## config.mk

```make
export PLATFORM = sky130hd
export DESIGN_NAME = phase_skew_meter
export DESIGN_NICKNAME = d
export VERILOG_FILES = /design/src/rtl/phsk_pkg.sv /design/src/rtl/phsk_sync.sv /design/src/rtl/phsk_edge_find.sv /design/src/rtl/phsk_sweep_ctrl.sv /design/src/rtl/phase_skew_meter.sv
export SDC_FILE = /design/constraint.sdc
export NUM_CORES = 1
export LEC_CHECK = 0
export BUFFER_PORTS_ARGS = -buffer_cell sky130_fd_sc_hd__buf_4
export CAP_MARGIN = 20
export CORE_AREA = 2 2 67 69
export DETAILED_ROUTE_END_ITERATION = 12
export DIE_AREA = 0 0 69 71
export GPL_ROUTABILITY_DRIVEN = 0
export MAX_ROUTING_LAYER = met4
export PLACE_DENSITY_LB_ADDON = 0.3
export SLEW_MARGIN = 20
export SYNTH_ARGS = -nofsm -noshare
export SYNTH_HDL_FRONTEND = slang
export SYNTH_SLANG_ARGS = --single-unit
export TNS_END_PERCENT = 20
```

## constraint.sdc

```tcl
create_clock -name clk -period 2.3 [get_ports clk]
set_clock_uncertainty 0.2 [all_clocks]
set_input_delay 0.575 -clock clk [delete_from_list [all_inputs] [get_ports clk]]
set_output_delay 0.575 -clock clk [all_outputs]
set_load 0.03 [all_outputs]
```

## src/rtl/phsk_pkg.sv

```systemverilog
package phsk_pkg;
  typedef enum logic [2:0] {
    ST_IDLE   = 3'd0,
    ST_SETTLE = 3'd1,
    ST_SAMPLE = 3'd2,
    ST_STEP   = 3'd3,
    ST_WAIT   = 3'd4,
    ST_FINISH = 3'd5
  } sweep_state_e;

  localparam int NUM_DOMAINS = 2;
endpackage

```

## src/rtl/phsk_sync.sv

```systemverilog
module phsk_sync #(
  parameter int STAGES = 2
) (
  input  logic clk,
  input  logic rst_n,
  input  logic d,
  output logic q
);
  localparam int DEPTH = (STAGES < 2) ? 2 : STAGES;

  logic [DEPTH-1:0] sr_q;
  logic [DEPTH-1:0] sr_d;

  always_comb begin
    sr_d = {sr_q[DEPTH-2:0], d};
  end

  always_ff @(posedge clk or negedge rst_n) begin
    if (!rst_n) sr_q <= '0;
    else        sr_q <= sr_d;
  end

  assign q = sr_q[DEPTH-1];
endmodule

```

## src/rtl/phsk_edge_find.sv

```systemverilog
module phsk_edge_find #(
  parameter int SW = 4
) (
  input  logic          clk,
  input  logic          rst_n,
  input  logic          clear,
  input  logic          sample_en,
  input  logic          level,
  input  logic [SW-1:0] step,
  output logic          found_o,
  output logic [SW-1:0] offset_o
);
  logic          found_q, found_d;
  logic          prev_q, prev_d;
  logic          have_q, have_d;
  logic [SW-1:0] off_q, off_d;
  logic          rise;

  assign rise = sample_en && have_q && !prev_q && level && !found_q;

  always_comb begin
    found_d = found_q;
    prev_d  = prev_q;
    have_d  = have_q;
    off_d   = off_q;
    if (clear) begin
      found_d = 1'b0;
      have_d  = 1'b0;
    end else if (sample_en) begin
      prev_d = level;
      have_d = 1'b1;
      if (rise) begin
        found_d = 1'b1;
        off_d   = step;
      end
    end
  end

  always_ff @(posedge clk or negedge rst_n) begin
    if (!rst_n) begin
      found_q <= 1'b0;
      prev_q  <= 1'b0;
      have_q  <= 1'b0;
      off_q   <= '0;
    end else begin
      found_q <= found_d;
      prev_q  <= prev_d;
      have_q  <= have_d;
      if (rise) off_q <= off_d;
    end
  end

  assign found_o  = found_q;
  assign offset_o = off_q;


  edge_rise_chk: assert property (@(posedge clk) disable iff (!rst_n)
    $rose(found_o) |-> ($past(sample_en) && $past(level)));


  first_only_chk: assert property (@(posedge clk) disable iff (!rst_n)
    (found_o && $past(found_o)) |-> $stable(offset_o));
endmodule

```

## src/rtl/phsk_sweep_ctrl.sv

```systemverilog
module phsk_sweep_ctrl
  import phsk_pkg::*;
#(
  parameter int STEPS      = 16,
  parameter int SETTLE_CYC = 4,
  localparam int SW        = $clog2(STEPS)
) (
  input  logic          clk,
  input  logic          rst_n,
  input  logic          start,
  input  logic          step_done,
  output logic          step_req_o,
  output logic [SW-1:0] cur_step_o,
  output logic          clear_o,
  output logic          sample_en_o,
  output logic          finish_o
);
  localparam int CW = $clog2(SETTLE_CYC + 1);
  localparam int NW = $clog2(STEPS + 1);
  localparam logic [SW-1:0] LAST_STEP = SW'(STEPS - 1);
  localparam logic [CW-1:0] SETTLE_END = CW'(SETTLE_CYC - 1);
  localparam logic [NW-1:0] SAMPLE_END = NW'(STEPS);

  sweep_state_e  state_q, state_d;
  logic [SW-1:0] step_q, step_d;
  logic [CW-1:0] settle_q, settle_d;
  logic [NW-1:0] samp_q, samp_d;
  logic          step_en;

  always_comb begin
    state_d     = state_q;
    step_d      = step_q;
    settle_d    = settle_q;
    samp_d      = samp_q;
    step_en     = 1'b0;
    clear_o     = 1'b0;
    sample_en_o = 1'b0;
    step_req_o  = 1'b0;
    finish_o    = 1'b0;
    case (state_q)
      ST_IDLE: begin
        if (start) begin
          clear_o  = 1'b1;
          settle_d = '0;
          samp_d   = '0;
          state_d  = ST_SETTLE;
        end
      end
      ST_SETTLE: begin
        if (settle_q == SETTLE_END) state_d = ST_SAMPLE;
        else                        settle_d = settle_q + 1'b1;
      end
      ST_SAMPLE: begin
        sample_en_o = 1'b1;
        if (samp_q == SAMPLE_END) begin
          state_d = ST_FINISH;
        end else begin
          samp_d  = samp_q + 1'b1;
          state_d = ST_STEP;
        end
      end
      ST_STEP: begin
        step_req_o = 1'b1;
        state_d    = ST_WAIT;
      end
      ST_WAIT: begin
        if (step_done) begin
          step_en  = 1'b1;
          step_d   = (step_q == LAST_STEP) ? '0 : step_q + 1'b1;
          settle_d = '0;
          state_d  = ST_SETTLE;
        end
      end
      ST_FINISH: begin
        finish_o = 1'b1;
        state_d  = ST_IDLE;
      end
      default: state_d = ST_IDLE;
    endcase
  end

  always_ff @(posedge clk or negedge rst_n) begin
    if (!rst_n) begin
      state_q  <= ST_IDLE;
      step_q   <= '0;
      settle_q <= '0;
      samp_q   <= '0;
    end else begin
      state_q  <= state_d;
      settle_q <= settle_d;
      samp_q   <= samp_d;
      if (step_en) step_q <= step_d;
    end
  end

  assign cur_step_o = step_q;

  // checker state: cycles since the last acknowledged step or sweep start
  logic [CW-1:0] since_q;
  always_ff @(posedge clk or negedge rst_n) begin
    if (!rst_n)
      since_q <= '0;
    else if (clear_o || (state_q == ST_WAIT && step_done))
      since_q <= '0;
    else if (since_q != CW'(SETTLE_CYC))
      since_q <= since_q + 1'b1;
  end


  req_pulse_chk: assert property (@(posedge clk) disable iff (!rst_n)
    step_req_o |=> !step_req_o);


  step_on_done_chk: assert property (@(posedge clk) disable iff (!rst_n)
    (cur_step_o != $past(cur_step_o)) |-> $past(step_done));


  step_wrap_chk: assert property (@(posedge clk) disable iff (!rst_n)
    (cur_step_o != $past(cur_step_o)) |->
      (cur_step_o == (($past(cur_step_o) == LAST_STEP) ? '0 : $past(cur_step_o) + 1'b1)));


  settle_gap_chk: assert property (@(posedge clk) disable iff (!rst_n)
    sample_en_o |-> (since_q >= CW'(SETTLE_CYC)));
endmodule

```

## src/rtl/phase_skew_meter.sv

```systemverilog
module phase_skew_meter
  import phsk_pkg::*;
#(
  parameter int STEPS       = 16,
  parameter int SYNC_STAGES = 2,
  parameter int SETTLE_CYC  = 4,
  localparam int SW         = $clog2(STEPS)
) (
  input  logic          clk,
  input  logic          rst_n,
  input  logic          start,
  input  logic          step_done,
  input  logic          tgt_a,
  input  logic          tgt_b,
  output logic          step_req,
  output logic [SW-1:0] cur_step,
  output logic          res_valid,
  output logic [SW-1:0] res_off_a,
  output logic [SW-1:0] res_off_b,
  output logic [SW-1:0] res_diff,
  output logic          err
);
  localparam int STAGES_EFF = (SYNC_STAGES < 2) ? 2 : SYNC_STAGES;
  localparam int SETTLE_EFF = (SETTLE_CYC < STAGES_EFF) ? STAGES_EFF : SETTLE_CYC;

  logic                   clear, sample_en, finish;
  logic [NUM_DOMAINS-1:0] raw_lv, sync_lv, found;
  logic [SW-1:0]          off_w [NUM_DOMAINS];

  assign raw_lv = {tgt_b, tgt_a};

  phsk_sweep_ctrl #(
    .STEPS      (STEPS),
    .SETTLE_CYC (SETTLE_EFF)
  ) ctrl_i (
    .clk         (clk),
    .rst_n       (rst_n),
    .start       (start),
    .step_done   (step_done),
    .step_req_o  (step_req),
    .cur_step_o  (cur_step),
    .clear_o     (clear),
    .sample_en_o (sample_en),
    .finish_o    (finish)
  );

  generate
    for (genvar g = 0; g < NUM_DOMAINS; g++) begin : g_dom
      phsk_sync #(.STAGES(STAGES_EFF)) sync_i (
        .clk   (clk),
        .rst_n (rst_n),
        .d     (raw_lv[g]),
        .q     (sync_lv[g])
      );
      phsk_edge_find #(.SW(SW)) find_i (
        .clk       (clk),
        .rst_n     (rst_n),
        .clear     (clear),
        .sample_en (sample_en),
        .level     (sync_lv[g]),
        .step      (cur_step),
        .found_o   (found[g]),
        .offset_o  (off_w[g])
      );
    end
  endgenerate

  logic          both_found;
  logic          valid_d, valid_q;
  logic          err_d, err_q;
  logic [SW-1:0] diff_w;
  logic [SW-1:0] off_a_q, off_b_q, diff_q;

  assign both_found = &found;
  assign diff_w = (off_w[0] >= off_w[1]) ? (off_w[0] - off_w[1]) : (off_w[1] - off_w[0]);

  always_comb begin
    valid_d = finish && both_found;
    err_d   = err_q;
    if (clear)                     err_d = 1'b0;
    else if (finish && !both_found) err_d = 1'b1;
  end

  always_ff @(posedge clk or negedge rst_n) begin
    if (!rst_n) begin
      valid_q <= 1'b0;
      err_q   <= 1'b0;
      off_a_q <= '0;
      off_b_q <= '0;
      diff_q  <= '0;
    end else begin
      valid_q <= valid_d;
      err_q   <= err_d;
      if (valid_d) begin
        off_a_q <= off_w[0];
        off_b_q <= off_w[1];
        diff_q  <= diff_w;
      end
    end
  end

  assign res_valid = valid_q;
  assign err       = err_q;
  assign res_off_a = off_a_q;
  assign res_off_b = off_b_q;
  assign res_diff  = diff_q;


  valid_pulse_chk: assert property (@(posedge clk) disable iff (!rst_n)
    res_valid |=> !res_valid);


  valid_err_excl_chk: assert property (@(posedge clk) disable iff (!rst_n)
    res_valid |-> !err);


  err_hold_res_chk: assert property (@(posedge clk) disable iff (!rst_n)
    $rose(err) |-> ($stable(res_off_a) && $stable(res_off_b) && $stable(res_diff)));
endmodule

```

==> flow_metrics.env, run 1 <==
export IMPL_row_count=24
export IMPL_root_buffer="clkbuf_8"
export IMPL_dpl_cell_count=265
export IMPL_drc=0
export IMPL_post_place_ws_ns=0.183
export IMPL_crit_arrival_ns=2.12
export IMPL_ctsResizeCount=0
export IMPL_grt_pass1_vias=1427
export IMPL_setup_worst_path_start="g_dom[0].find_i.offset_o[0]$_DFFE_PN0P_"
export IMPL_whs_ns=0.0653
export IMPL_regToRegSetupSlack_ns=0.17
export IMPL_leakagePower_nw=1.26
export IMPL_period_needed_ns=2.13
export IMPL_initial_utilization_pct=52.6
export IMPL_finalHoldViolations=0
export IMPL_clk_pin_slew_ns=0.09
export IMPL_gr_total_overflow=0
export IMPL_setup_viol=0
export IMPL_timing_fmax_ghz=0.469
export IMPL_drv_slew=0
export IMPL_cts_buffers=5
export IMPL_first_pass_iters=4
export IMPL_vias=1475
export IMPL_synth_edf_count=0
export IMPL_syn_avg_cell_area_um2=11.6
export IMPL_via_per_inst=5.40
export IMPL_synthesis_nets=210
export IMPL_postRouteAntennaNets=0
export IMPL_report_power_total_w=0.00272
export IMPL_yosys_warnings=0
export IMPL_num_antenna_cells=0
export IMPL_outcome="complete, no violations"
export IMPL_tightestPinTransition_ns=0.577
export IMPL_htreeDepth=2
export IMPL_stdcell_count=273
export IMPL_finalCritPeriodShare_pct=92.7
export IMPL_io_buffers=24
export IMPL_cts_sinks=46
export IMPL_fp_dieW_um=69
export IMPL_cts_buffer_depth=2
export IMPL_insertion_delay_ns=0.31
export IMPL_async_reset_ff_share_pct=100
export IMPL_r2r_start="g_dom[0].find_i.offset_o[0]$_DFFE_PN0P_"
export IMPL_dpl_hpwl_mm=2.79
export IMPL_netlist_area_leader_share_pct=52.0
export IMPL_worstPathRequired_ns=2.29
export IMPL_grt_max_degree=47
export IMPL_ir_worst_vdd_v=0.000727
export IMPL_ys_seq_area_share_pct=52.0
export IMPL_synth_cell_type_count=42
export IMPL_rsz0062_at_grt="false"
export IMPL_synth_top_cells_by_area="dfrtp_1 (52%), mux2_2 (9.2%), ha_1 (6.8%), nor2_1 (2.9%), inv_1 (2.5%)"
export IMPL_area_growth_syn_to_layout_pct=17.3
export IMPL_setup_ws_ns=0.169
export IMPL_ys_ff_latch=46
export IMPL_ioPinCount=25
export IMPL_cap_violations=0
export IMPL_cts_setup_buffers=0
export IMPL_fp_coreArea_mm2=0.00420
export IMPL_min_path_type="in -> async"
export IMPL_die_h_um=71
export IMPL_wl_per_cell_um=14.3
export IMPL_setup_worst_path_class="reg -> reg"
export IMPL_drive_above_1_share_pct=27.6
export IMPL_nets=240
export IMPL_wl_mm=3.91
export IMPL_grt_pass1_wl_mm=6.82
export IMPL_synth_area_mm2=0.00221
export IMPL_fin_tns_setup_ns=0
export IMPL_synthFlopType="dfrtp_1"
export IMPL_antenna_found_initial=0
export IMPL_hold_buffers=0
export IMPL_powerDensity_mw_per_mm2=1050
export IMPL_relSlewSlack_pct=61.5
export IMPL_yosysTopAreaCell="dfrtp_1"
export IMPL_tritoncts="yes"
export IMPL_dieArea_mm2=0.00490
export IMPL_synthCells=190
export IMPL_crit_path_start_kind="flop"
export IMPL_cp_end_kind="flop"
export IMPL_dr_first_iter_drc_count=132
export IMPL_track_usage_pct=18.2
export IMPL_cp_max_fo=4
## state kept, by name (all words and copies together) (netlist names)
signal                 cells
ctrl_i.cur_step_o          4
ctrl_i.samp_q              5
ctrl_i.settle_q            3
ctrl_i.state_q             3
err                        1
g_dom.find_i.found_o       2
g_dom.find_i.have_q        1
g_dom.find_i.offset_o      8
g_dom.find_i.prev_q        2
g_dom.sync_i.sr_q          4
res_diff                   4
res_off_a                  4
res_off_b                  4
res_valid                  1
## worst paths after layout
path,end,cells past startpoint
worst max-delay path,res_diff[1]$_DFFE_PN0P_,7
min in group clk,g_dom[1].sync_i.sr_q[1]$_DFF_PN0_,0
worst min register to register,g_dom[1].sync_i.sr_q[1]$_DFF_PN0_,0
worst min-delay path,res_off_a[3]$_DFFE_PN0P_,1
max in group asynchronous,res_off_b[0]$_DFFE_PN0P_,1
worst max register to register,res_diff[1]$_DFFE_PN0P_,7
## placed cells by master, fill, tap and decap left out, types with 2 or more instances in the layout
cell       netlist  final
mux2_2          18     18
o21ai_0          8      8
fa_1             2      2
clkbuf_8         0      6
ha_1            12     12
buf_4            1     27
inv_1           15     15
a31oi_1          4      4
nor2_1          17     17
bufinv_16        0      2
a21oi_1         10     10
nand2_1         11     11
o21a_1           2      2
nor2_4           2      2
nand4_1          5      5
xnor2_1          2      2
mux2_1           3      3
dfrtp_1         46     46
nor3_1           2      2
mux2i_1          3      3
nand2b_1         2      2
xor2_1           3      3
## per-layer routing
layer / share of wire [%] / GRT usage (%)
met5: 0 / -
met4: 1.3 / 5.23
met3: 4.5 / 5.27
met2: 46 / 27.2
met1: 48 / 24.4
## cell usage after synthesis, types with 2 or more instances
| cell type | count |
|---|---|
| a31oi_1 | 4 |
| o21a_1 | 2 |
| nor3_1 | 2 |
| nand2b_1 | 2 |
| mux2_1 | 3 |
| nor2_1 | 17 |
| dfrtp_1 | 46 |
| fa_1 | 2 |
| xor2_1 | 3 |
| nand4_1 | 5 |
| a21oi_1 | 10 |
| nor2_4 | 2 |
| mux2i_1 | 3 |
| o21ai_0 | 8 |
| nand2_1 | 11 |
| inv_1 | 15 |
| xnor2_1 | 2 |
| ha_1 | 12 |
| mux2_2 | 18 |
## cells by family (layout without fill, tap and decap cells)
group           after synthesis  count (layout)  share of synthesized area (%)
simple gates                 49              49                           12.3
compound gates               33              33                           9.28
flops                        46              46                           52.0
fa+ha+maj                    14              14                           8.60
xor+xnor                      5               5                           1.98
buf+inv                      19              50                           3.79
mux                          24              24                           12.0
## where the power goes
group	internal [W]	total (W)	leakage (nW)	switching (W)
Sequential	0.000950	0.00112	0.616	0.000166
Combinational	0.000383	0.000867	0.567	0.000484
Clock	0.000463	0.000737	0.0714	0.000274
## area by class of cell
cell class	instances	area, µm²
Clock inverter	2	60.1
Tap cell	52	65.1
Clock buffer	6	82.6
Sequential cell	46	1150
Timing Repair Buffer	27	203
Inverter	15	56.3
Multi-Input combinational cell	125	977
Fill cell	350	1610
## worst max-delay path, cell delays in order (launching register included)
cell     delay, ns
dfrtp_1       0.40
inv_1         0.06
ha_1          0.23
fa_1          0.47
a31oi_1       0.23
nor2_1        0.08
mux2i_1       0.12
mux2_2        0.25
## metrics by stage
stage | util (%) | instance area, µm²
2_1_floorplan | - | 2210
3_3_place_gp | 58.3 | 2450
3_5_place_dp | 58.3 | 2450
4_1_cts | 61.7 | 2590
5_1_grt | 61.7 | 2590
6_report | 61.7 | 2590
No activity file was read; power rests on OpenSTA's default activity.
==> inputs of run 2 (changes only) <==
--- a/config.mk
+++ b/config.mk
@@ -7,9 +7,9 @@
 export LEC_CHECK = 0
 export BUFFER_PORTS_ARGS = -buffer_cell sky130_fd_sc_hd__buf_4
 export CAP_MARGIN = 20
-export CORE_AREA = 2 2 67 69
+export CORE_AREA = 2 2 100 78
 export DETAILED_ROUTE_END_ITERATION = 12
-export DIE_AREA = 0 0 69 71
+export DIE_AREA = 0 0 102 80
 export GPL_ROUTABILITY_DRIVEN = 0
 export MAX_ROUTING_LAYER = met4
 export PLACE_DENSITY_LB_ADDON = 0.3
==> run 2 against run 1 <==
Non-clock buffer count up 2. Design area up 1.8%. Die area is 67% higher. Highest routed layer unchanged. Total power fell by 4.0%. Sequential cell count is the same. Wire length increased by 4.1%. Register-to-register slack worse by 0.06 ns.
==> flow_metrics.env, run 2 (same netlist as run 1, synthesis figures left out) <==
export IMPL_grt_pass1_wl_mm=7.01
export IMPL_dr_first_iter_drc_count=34
export IMPL_insertion_delay_ns=0.30
export IMPL_crit_path_start_kind="flop"
export IMPL_rsz0062_at_grt="false"
export IMPL_relSlewSlack_pct=60.8
export IMPL_postRouteAntennaNets=0
export IMPL_wl_mm=4.07
export IMPL_tightestPinTransition_ns=0.588
export IMPL_cts_buffers=5
export IMPL_setup_worst_path_class="reg -> reg"
export IMPL_die_h_um=80
export IMPL_critPathTopFamily="adder cells"
export IMPL_gr_total_overflow=0
export IMPL_drv_slew=0
export IMPL_cpPeakStageDelay_ns=0.47
export IMPL_cts_buffer_depth=2
export IMPL_cp_end_kind="flop"
export IMPL_critPathBufInv=1
export IMPL_wl_per_cell_um=12.6
export IMPL_crit_arrival_ns=2.17
export IMPL_cp_slowest_cell="fa_1"
export IMPL_cts_setup_buffers=0
export IMPL_nets=242
export IMPL_hold_buffers=0
export IMPL_crit_chain="inv_1 -> ha_1 -> fa_1 -> a31oi_1 -> nor2_1 -> mux2i_1 -> mux2_2"
export IMPL_worstPathRequired_ns=2.28
export IMPL_ctsResizeCount=0
export IMPL_grt_pass1_vias=1424
export IMPL_powerDensity_mw_per_mm2=988
export IMPL_dpl_hpwl_mm=2.95
export IMPL_grt_max_degree=47
export IMPL_num_antenna_cells=0
export IMPL_leakagePower_nw=1.25
export IMPL_setup_ws_ns=0.113
export IMPL_min_path_type="in -> async"
export IMPL_cts_sinks=46
export IMPL_dieArea_mm2=0.00816
export IMPL_htreeDepth=2
export IMPL_setup_viol=0
export IMPL_area_growth_syn_to_layout_pct=19.4
export IMPL_drc=0
export IMPL_vias=1413
export IMPL_layout_commonest_cell="dfrtp_1"
export IMPL_antenna_found_initial=0
export IMPL_ir_worst_vdd_v=0.000415
export IMPL_first_pass_iters=4
export IMPL_io_buffers=24
export IMPL_timing_fmax_ghz=0.457
export IMPL_cap_violations=0
export IMPL_cp_max_fo=4
export IMPL_finalHoldViolations=0
export IMPL_tritoncts="yes"
export IMPL_post_place_ws_ns=0.137
export IMPL_clk_pin_slew_ns=0.08
export IMPL_ioPinCount=25
export IMPL_fp_dieW_um=102
export IMPL_outcome="complete, no violations"
export IMPL_largest_register_ffs=8
export IMPL_drive_above_1_share_pct=27.9
export IMPL_via_per_inst=4.37
export IMPL_finalCritPeriodShare_pct=95.1
export IMPL_track_usage_pct=11.5
export IMPL_final_cell_mix="dfrtp_1 (46), buf_4 (29), mux2_2 (18)"
export IMPL_fp_coreArea_mm2=0.00716
export IMPL_fin_util_pct=36.9
export IMPL_final_cell_area_mm2=0.00264
export IMPL_dpl_cell_area_mm2=0.00253
export IMPL_row_count=27
export IMPL_period_needed_ns=2.19
export IMPL_fin_tns_setup_ns=0
export IMPL_initial_utilization_pct=30.9
export IMPL_root_buffer="clkbuf_8"
==> run 2: cell count changes in the layout (fill, tap and decap cells not counted) <==
cell,delta
buf_4,+2
bufinv_16,-1
==> run 2: per-layer routing <==
metal	up-vias	global-route usage (%)	wire length, µm
met5	-	-	0
met4	0	4.80	78
met3	8	2.98	141
met2	16	16.1	1670
met1	670	15.8	2180
li1	719	-	-
==> run 2: worst paths after layout <==
kind | start | to | slack [ns] | depth (start not counted)
setup / recovery | g_dom[0].find_i.offset_o[0]$_DFFE_PN0P_ | res_diff[1]$_DFFE_PN0P_ | 0.11 | 7
hold / removal | rst_n | res_off_a[1]$_DFFE_PN0P_ | 0.07 | 1
setup reg to reg | g_dom[0].find_i.offset_o[0]$_DFFE_PN0P_ | res_diff[1]$_DFFE_PN0P_ | 0.11 | 7
hold reg to reg | g_dom[0].sync_i.sr_q[0]$_DFF_PN0_ | g_dom[0].sync_i.sr_q[1]$_DFF_PN0_ | 0.14 | 0
max in group asynchronous | rst_n | g_dom[0].find_i.offset_o[3]$_DFFE_PN0P_ | 1.43 | 1
min in group clk | g_dom[0].sync_i.sr_q[0]$_DFF_PN0_ | g_dom[0].sync_i.sr_q[1]$_DFF_PN0_ | 0.14 | 0
==> run 2: final cells by class <==
class | instances | area, µm²
clock buffer | 6 | 82.6
clock inverter | 1 | 30.0
timing repair buffer | 29 | 218
inverter | 15 | 56.3
multi-input combinational | 125 | 977
tap | 101 | 126
sequential | 46 | 1150
fill | 721 | 4520
==> run 2: worst register-to-register path, cell delays in order (launching register included) <==
cell     delay (ns)
dfrtp_1        0.40
inv_1          0.06
ha_1           0.23
fa_1           0.47
a31oi_1        0.24
nor2_1         0.08
mux2i_1        0.13
mux2_2         0.26
==> run 2: power breakdown <==
group          total, W  switching, W  internal [W]
Clock          0.000617      0.000269      0.000348
Combinational  0.000883      0.000488      0.000395
Sequential      0.00111      0.000161      0.000950
Total           0.00261      0.000918       0.00169
==> run 2: stage by stage <==
step	hold WS (ns)	power, W	cells
after global placement	0.135	0.00201	316
final	0.0737	0.00261	323
after detailed placement	0.137	0.00203	316
after CTS	0.0977	0.00265	323
after floorplan	0.0794	0.00176	190
after global routing	0.120	0.00282	323
